## config.mk

```make
export PLATFORM = sky130hd
export DESIGN_NAME = pm_clock_ctrl
export DESIGN_NICKNAME = d
export VERILOG_FILES = /design/src/rtl/pm_clock_ctrl.sv
export SDC_FILE = /design/constraint.sdc
export NUM_CORES = 1
export LEC_CHECK = 0
export BUFFER_PORTS_ARGS = -buffer_cell sky130_fd_sc_hd__buf_2
export CORE_AREA = 2 2 39 41
export DETAILED_ROUTE_END_ITERATION = 10
export DIE_AREA = 0 0 41 43
export PLACE_DENSITY = 0.61
export SLEW_MARGIN = 20
export SYNTH_ARGS = -nofsm -noshare
export SYNTH_HDL_FRONTEND = slang
export SYNTH_SLANG_ARGS = --single-unit
```

## constraint.sdc

```tcl
create_clock -name clk -period 0.8 [get_ports clk]
set_input_delay 0.16 -clock clk [delete_from_list [all_inputs] [get_ports clk]]
set_output_delay 0.16 -clock clk [all_outputs]
set_load 0.02 [all_outputs]
```

## src/rtl/pm_clock_ctrl.sv

```systemverilog
module pm_clock_ctrl #(
  parameter int DIV_W = 3
) (
  input  logic             clk,
  input  logic             rst_n,
  input  logic [2:0]       mode,
  input  logic             usb_on,
  input  logic             wdt_on,
  input  logic             tmr_req,
  input  logic             slow_pick,
  input  logic [DIV_W-1:0] div_in,
  output logic             pri_osc_en,
  output logic             tmr_osc_en,
  output logic             fast_rc_en,
  output logic             slow_rc_en,
  output logic [1:0]       clk_sel,
  output logic [DIV_W-1:0] div_out,
  output logic             core_clk_on,
  output logic             periph_clk_on
);
  localparam logic [2:0] M_PRI_RUN = 3'd0, M_PRI_IDLE = 3'd1, M_TMR_RUN = 3'd2,
                         M_TMR_IDLE = 3'd3, M_INT_RUN = 3'd4, M_INT_IDLE = 3'd5,
                         M_SLEEP = 3'd6;
  localparam logic [1:0] SEL_PRI = 2'd0, SEL_TMR = 2'd1, SEL_FAST = 2'd2, SEL_SLOW = 2'd3;

  wire is_tmr   = (mode == M_TMR_RUN) || (mode == M_TMR_IDLE);
  wire is_int   = (mode == M_INT_RUN) || (mode == M_INT_IDLE);
  wire is_sleep = (mode == M_SLEEP);
  wire is_idle  = (mode == M_PRI_IDLE) || (mode == M_TMR_IDLE) || (mode == M_INT_IDLE);
  wire is_pri   = !is_tmr && !is_int && !is_sleep;
  wire use_fast = is_int && !slow_pick;
  wire use_slow = is_int && slow_pick;

  logic [1:0] sel_d;
  always_comb begin
    sel_d = SEL_PRI;
    if (is_tmr)        sel_d = SEL_TMR;
    else if (use_fast) sel_d = SEL_FAST;
    else if (use_slow) sel_d = SEL_SLOW;
  end

  always_ff @(posedge clk or negedge rst_n) begin
    if (!rst_n) begin
      pri_osc_en    <= 1'b1;
      tmr_osc_en    <= 1'b0;
      fast_rc_en    <= 1'b0;
      slow_rc_en    <= 1'b0;
      clk_sel       <= SEL_PRI;
      div_out       <= '0;
      core_clk_on   <= 1'b1;
      periph_clk_on <= 1'b1;
    end else begin
      pri_osc_en    <= is_pri || usb_on;
      tmr_osc_en    <= is_tmr || tmr_req;
      fast_rc_en    <= use_fast;
      slow_rc_en    <= use_slow || wdt_on;
      clk_sel       <= sel_d;
      div_out       <= use_fast ? div_in : '0;
      core_clk_on   <= !is_sleep && !is_idle;
      periph_clk_on <= !is_sleep;
    end
  end


  pri_idle_hold_chk: assert property (@(posedge clk) disable iff (!rst_n)
    ($past(rst_n) && $past(mode) == M_PRI_IDLE) |-> pri_osc_en);

  usb_keeps_pri_chk: assert property (@(posedge clk) disable iff (!rst_n)
    ($past(rst_n) && $past(usb_on)) |-> pri_osc_en);

  wdt_keeps_slow_chk: assert property (@(posedge clk) disable iff (!rst_n)
    ($past(rst_n) && $past(wdt_on)) |-> slow_rc_en);

  slow_excludes_fast_chk: assert property (@(posedge clk) disable iff (!rst_n)
    (clk_sel == SEL_SLOW) |-> (!fast_rc_en && slow_rc_en));

  tmr_src_running_chk: assert property (@(posedge clk) disable iff (!rst_n)
    (clk_sel == SEL_TMR) |-> tmr_osc_en);

  gate_order_chk: assert property (@(posedge clk) disable iff (!rst_n)
    core_clk_on |-> periph_clk_on);

  stable_inputs_chk: assert property (@(posedge clk) disable iff (!rst_n)
    ($past(rst_n) && $stable(mode) && $stable(usb_on) && $stable(wdt_on) && $stable(tmr_req)
     && $stable(slow_pick) && $stable(div_in)) |=> $stable(clk_sel));
endmodule

```

==> impl_metrics.tcl, run 1 <==
set metrics [dict create \
    status "finished, violations left" \
    violations "negative setup slack" \
    arrival_ns 0.89 \
    swShare_pct 22.8 \
    setup_viol_count_final 11 \
    routed_wirelength_um 682 \
    synthesis.nets 39 \
    critPathBufInv 1 \
    grt_max_degree 12 \
    synth_common_cells "dfrtp_1 (8), and2_1 (3), dfstp_2 (3), nand2_1 (2), nand2b_1 (2)" \
    synthXorXnorAreaFrac_pct 2.23 \
    routed_via_density 4.10 \
    antenna_found_initial 0 \
    drive_gt1_share_pct 57.4 \
    p_per_area_nw_per_um2 1820 \
    vdd.ir_drop.worst_mv 0.676 \
    wl_per_cell_um 9.74 \
    dr.pass1.iters 1 \
    crit_slowest_cell "dfstp_2" \
    cts_root_buffer "clkbuf_4" \
    track_usage_pct 9.39 \
    yosysSeqAreaShare_pct 71.0 \
    synthCells 27 \
    initial_utilization_pct 28.4 \
    cts_tree "yes" \
    syn_area_per_cell_um2 14.6 \
    synth_area_um2 393 \
    portBuffers 22 \
    clockBufferDepth 2 \
    finalInstanceArea_um2 628 \
    die_w_um 41 \
    finalCoreUtilization_pct 45.4 \
    timing.final.crit_period_ns 1.05 \
    hp-class "primary input to flop" \
    finalCritPeriodShare_pct 131 \
    ys_async_sr_fraction_pct 100 \
    synth_top_cell_by_area "dfrtp_1" \
    hold_ws_ns 0.0779 \
    cpPeakStageDelay_ns 0.53 \
    p_total_mw 1.14 \
    cp_top_family "flip-flops" \
    grt_pass1_vias 264 \
    crit_path_max_fanout 1 \
    post-route-drc-count 0 \
    drtIter0Drc 0 \
    p_leak_nw 0.313 \
    synth_edf_count 0 \
    grt_pass1_wl_um 1030 \
    seqPwrFrac_pct 53.0 \
    cap_violations 0 \
    place_congestion 0.575 \
    rows 14 \
    dp_cells 65 \
    setup_tns_ns -1.69 \
    path_cells "buf_6" \
    cts.sinks 11 \
    synthSimpleGateAreaFrac_pct 23.9 \
    via_count 287 \
    finalNonFillerCells 70 \
    finalNetCount 67 \
    io_pins 23 \
    crit_required_ns 0.64 \
    ys_types 14 \
    setup.worst_path.start_class "flop" \
    max_freq_mhz 951 \
    placed_area_um2 523 \
    tightestPinTransition_ns 0.233 \
    drv_slew 0 \
    antenna_cells 0 \
    max_slew_margin_pct 84.4 \
    yosys.area.top_type_share_pct 51.0 \
    pwr-share-clk_pct 30.7 \
    yosysMostFrequentCell "dfrtp_1" \
    synth_mux_area_share_pct 0 \
    power.switching_mw 0.261 \
    power.internal_mw 0.883 \
    die_height_um 43 \
    cts_htree_levels 1 \
    synth.area.top_cells "dfrtp_1 (51%), dfstp_2 (20%), and2_1 (4.8%)" \
    ys_warn_count 0 \
    area_delta_synth_final_pct 59.9 \
    hold_viol_final 0 \
    synth_top_family_by_area "simple AND/OR/NAND/NOR gates" \
    ys.flop_type "dfrtp_1" \
    core-area_um2 1380 \
    rsz0062_at_grt "true" \
    synth_compound_area_share_pct 1.91 \
    die_area_um2 1760 \
    ys_ff_latch 11 \
    worst-setup-path-type "flop to output port" \
    clkTransAtPathRegs_ns 0.06 \
    cp-end-kind "output port" \
    synth_fa_ha_area_share_pct 0 \
    cts_made_buffers 3 \
    fin_ws_ns -0.251 \
    dp_worst_setup_slack_ns -0.00225 \
    ant_nets 0 \
    overflow 0 \
    p_comb_share_pct 16.3 \
]
registers in the layout, indices dropped and copies added, names as in the netlist:
signal / cells
clk_sel: 2
pri_osc_en: 1
div_out: 3
tmr_osc_en: 1
slow_rc_en: 1
core_clk_on: 1
periph_clk_on: 1
fast_rc_en: 1
cell families (layout without fill, tap and decap cells):
family,count (synthesis),in the layout
and+or+nand+nor,13,13
DFF,11,11
buffers and inverters,1,28
xor gates and xnor gates,1,1
AOI/OAI and AO/OA,1,1
cells in the final DEF (no fill, tap or decap), drive strengths merged:
| cell | count |
|---|---|
| buf | 22 |
| dfrtp | 8 |
| clkbuf | 4 |
| and2 | 3 |
| dfstp | 3 |
| nand2b | 3 |
| nand2 | 2 |
| nand3b | 1 |
| nor3b | 1 |
| or2 | 1 |
| inv | 1 |
| nand3 | 1 |
| o211ai | 1 |
| xor2 | 1 |
| and2b | 1 |
| dlygate4sd3 | 1 |
what timing repair did:
action | CTS | global route
resized for setup | 22 | 0
hold buffers | 1 | 0
buffers inserted | 0 | 0
endpoints found under the hold margin | 11 | 0
setup endpoints to repair | 11 | 11
worst paths after layout:
| kind | from | depth (start not counted) | slack, ns | end |
|---|---|---|---|---|
| worst min-delay path | mode[0] | 2 | 0.08 | core_clk_on |
| min in group asynchronous | rst_n | 2 | 0.30 | div_out[2] |
| max in group asynchronous | rst_n | 2 | 0.24 | core_clk_on |
| worst max-delay path | pri_osc_en | 1 | -0.25 | pri_osc_en |
final cells by class:
cell class              count  area [µm²]
multi-input cells          15         110
fillers                   143         756
repair buffers             23         189
clock buffers               4        26.3
inverters                   1        3.75
well taps                  16        20.0
flip-flops and latches     11         279
metal layers:
| metal | up-vias | part of all wire (%) | wire, µm | track usage [%] |
|---|---|---|---|---|
| met5 | - | 0 | 0 | 0 |
| met4 | 0 | 2.1 | 14 | 10.0 |
| met3 | 2 | 9.1 | 62 | 3.14 |
| met2 | 17 | 51 | 350 | 12.8 |
| met1 | 127 | 37 | 255 | 10.2 |
| li1 | 141 | - | - | - |
power by group through the flow:
stage | combinational [mW] | sequential (mW) | clock (mW)
final | 0.187 | 0.607 | 0.351
after global routing | 0.202 | 0.608 | 0.396
after CTS | 0.189 | 0.608 | 0.369
after detailed placement | 0.151 | 0.610 | 0
after global placement | 0.149 | 0.608 | 0
after floorplan | 0.0314 | 0.650 | 0
Power figures use the tool's default switching activity.
==> inputs of run 2 (changes only) <==
RECOVER_POWER = 50   (was not set)
==> impl_metrics.tcl, run 2 (synthesized netlist as in run 1, its figures left out) <==
set metrics [dict create \
    setup_viol_count_final 11 \
    via_count 287 \
    cp_top_family "flip-flops" \
    overflow 0 \
    cts_tree "yes" \
    core-area_um2 1380 \
    clkTransAtPathRegs_ns 0.06 \
    final_common_cell "buf_6" \
    post-route-drc-count 0 \
    max_freq_mhz 951 \
    cap_violations 0 \
    postCtsSetupBuffers 0 \
    die_area_um2 1760 \
    initial_utilization_pct 28.4 \
    timing.final.crit_period_ns 1.05 \
    fin_ws_ns -0.251 \
    wl_per_cell_um 9.86 \
    cts.sinks 11 \
    cp-end-kind "output port" \
    grt_pass1_wl_um 1030 \
    crit_path_max_fanout 1 \
    crit_end "pri_osc_en" \
    ant_nets 0 \
    crit_cells 1 \
    area_delta_synth_final_pct 56.7 \
    status "finished, violations left" \
    crit_required_ns 0.64 \
    routed_via_density 4.10 \
    drv_slew 0 \
    clockBufferDepth 2 \
    regArea_um2 279 \
    finalNonFillerCells 70 \
    violations "negative setup slack" \
    dp_worst_setup_slack_ns -0.00225 \
    final_cell_mix "buf_6 (11), buf_2 (9), dfrtp_1 (8)" \
    setup.worst_path.start_class "flop" \
    rows 14 \
    io_pins 23 \
    place_congestion 0.575 \
    hp-class "primary input to flop" \
    die_height_um 43 \
    top_regs "div_out x3, clk_sel x2" \
    crit_slowest_cell "dfstp_2" \
    p_leak_nw 0.304 \
    path_cells "buf_6" \
    arrival_ns 0.89 \
    nFillCells 142 \
    drtIter0Drc 0 \
    antenna_cells 0 \
    critPathBufInv 1 \
    placed_area_um2 523 \
    vdd.ir_drop.worst_mv 0.676 \
    portBuffers 22 \
    largest_reg_flops 3 \
    grt_max_degree 12 \
    dp_cells 65 \
    tightestPinTransition_ns 0.416 \
    dr.pass1.iters 1 \
    finalCritPeriodShare_pct 131 \
    worst-setup-path-type "flop to output port" \
    hold_viol_final 0 \
    cp-startpoint "pri_osc_en" \
    routed_wirelength_um 690 \
    die_w_um 41 \
    top_register "div_out" \
    antenna_found_initial 0 \
    p_total_mw 1.14 \
    grt_pass1_vias 264 \
    cts_root_buffer "clkbuf_4" \
    finalInstanceArea_um2 616 \
    cts_htree_levels 1 \
    p_per_area_nw_per_um2 1850 \
    rsz0062_at_grt "true" \
    max_slew_margin_pct 72.2 \
    drive_gt1_share_pct 53.7 \
    cpPeakStageDelay_ns 0.53 \
    finalNetCount 67 \
    cts_made_buffers 3 \
    track_usage_pct 9.39 \
    multi_input_area_um2 98.8 \
]
-- run 2: changes by cell type in the layout (fill, tap and decap cells not counted), sizes merged --
cell,change
clkbuf,+2
buf,-2
-- run 2: metrics by stage --
step,utilization [%],hold slack (ns),TNS (ns)
floorplan,-,-0.136,0
global placement,37.8,0.0325,-0.00596
detailed placement,37.8,0.0327,-0.00298
CTS,45.4,0.0704,-1.86
global route,44.5,0.0663,-2.06
finish,44.5,0.0779,-1.69
-- run 2: how the worst min path moves through the flow --
stage | start | endpoint | slack, ns | depth (start not counted)
after floorplan | rst_n | clk_sel[0] | -0.14 | 0
after global placement | rst_n | div_out[1] | 0.03 | 1
after detailed placement | rst_n | fast_rc_en | 0.03 | 1
after CTS | mode[0] | core_clk_on | 0.07 | 2
after global routing | mode[0] | core_clk_on | 0.07 | 2
final | mode[0] | core_clk_on | 0.08 | 2
-- run 2: metal layers --
metal,global-route usage [%],routed length (µm),up-vias
met3,3.14,63,2
li1,-,-,141
met5,0,0,-
met1,10.2,262,127
met4,10.0,14,0
met2,12.8,349,17
-- run 2: final cells by class --
type	instances	share of cell area [%]
inverter	1	0.610
timing repair buffer	23	30.5
clock buffer	4	4.27
tap	16	3.25
multi-input combinational	15	16.1
sequential	11	45.3
-- run 2: report_power, final --
group          switching, mW  internal (mW)  total [mW]  leakage, nW
sequential            0.0133          0.593       0.607        0.134
clock                  0.159          0.192       0.351       0.0150
combinational         0.0865         0.0933       0.180        0.155
total                  0.258          0.879        1.14        0.304
-- run 2: repair_timing --
action | in CTS | in global routing
endpoints found under the setup margin | 11 | 11
hold buffers | 1 | 0
gates resized for setup | 22 | 0
cloned | 0 | 0
hold endpoints to repair | 11 | 0
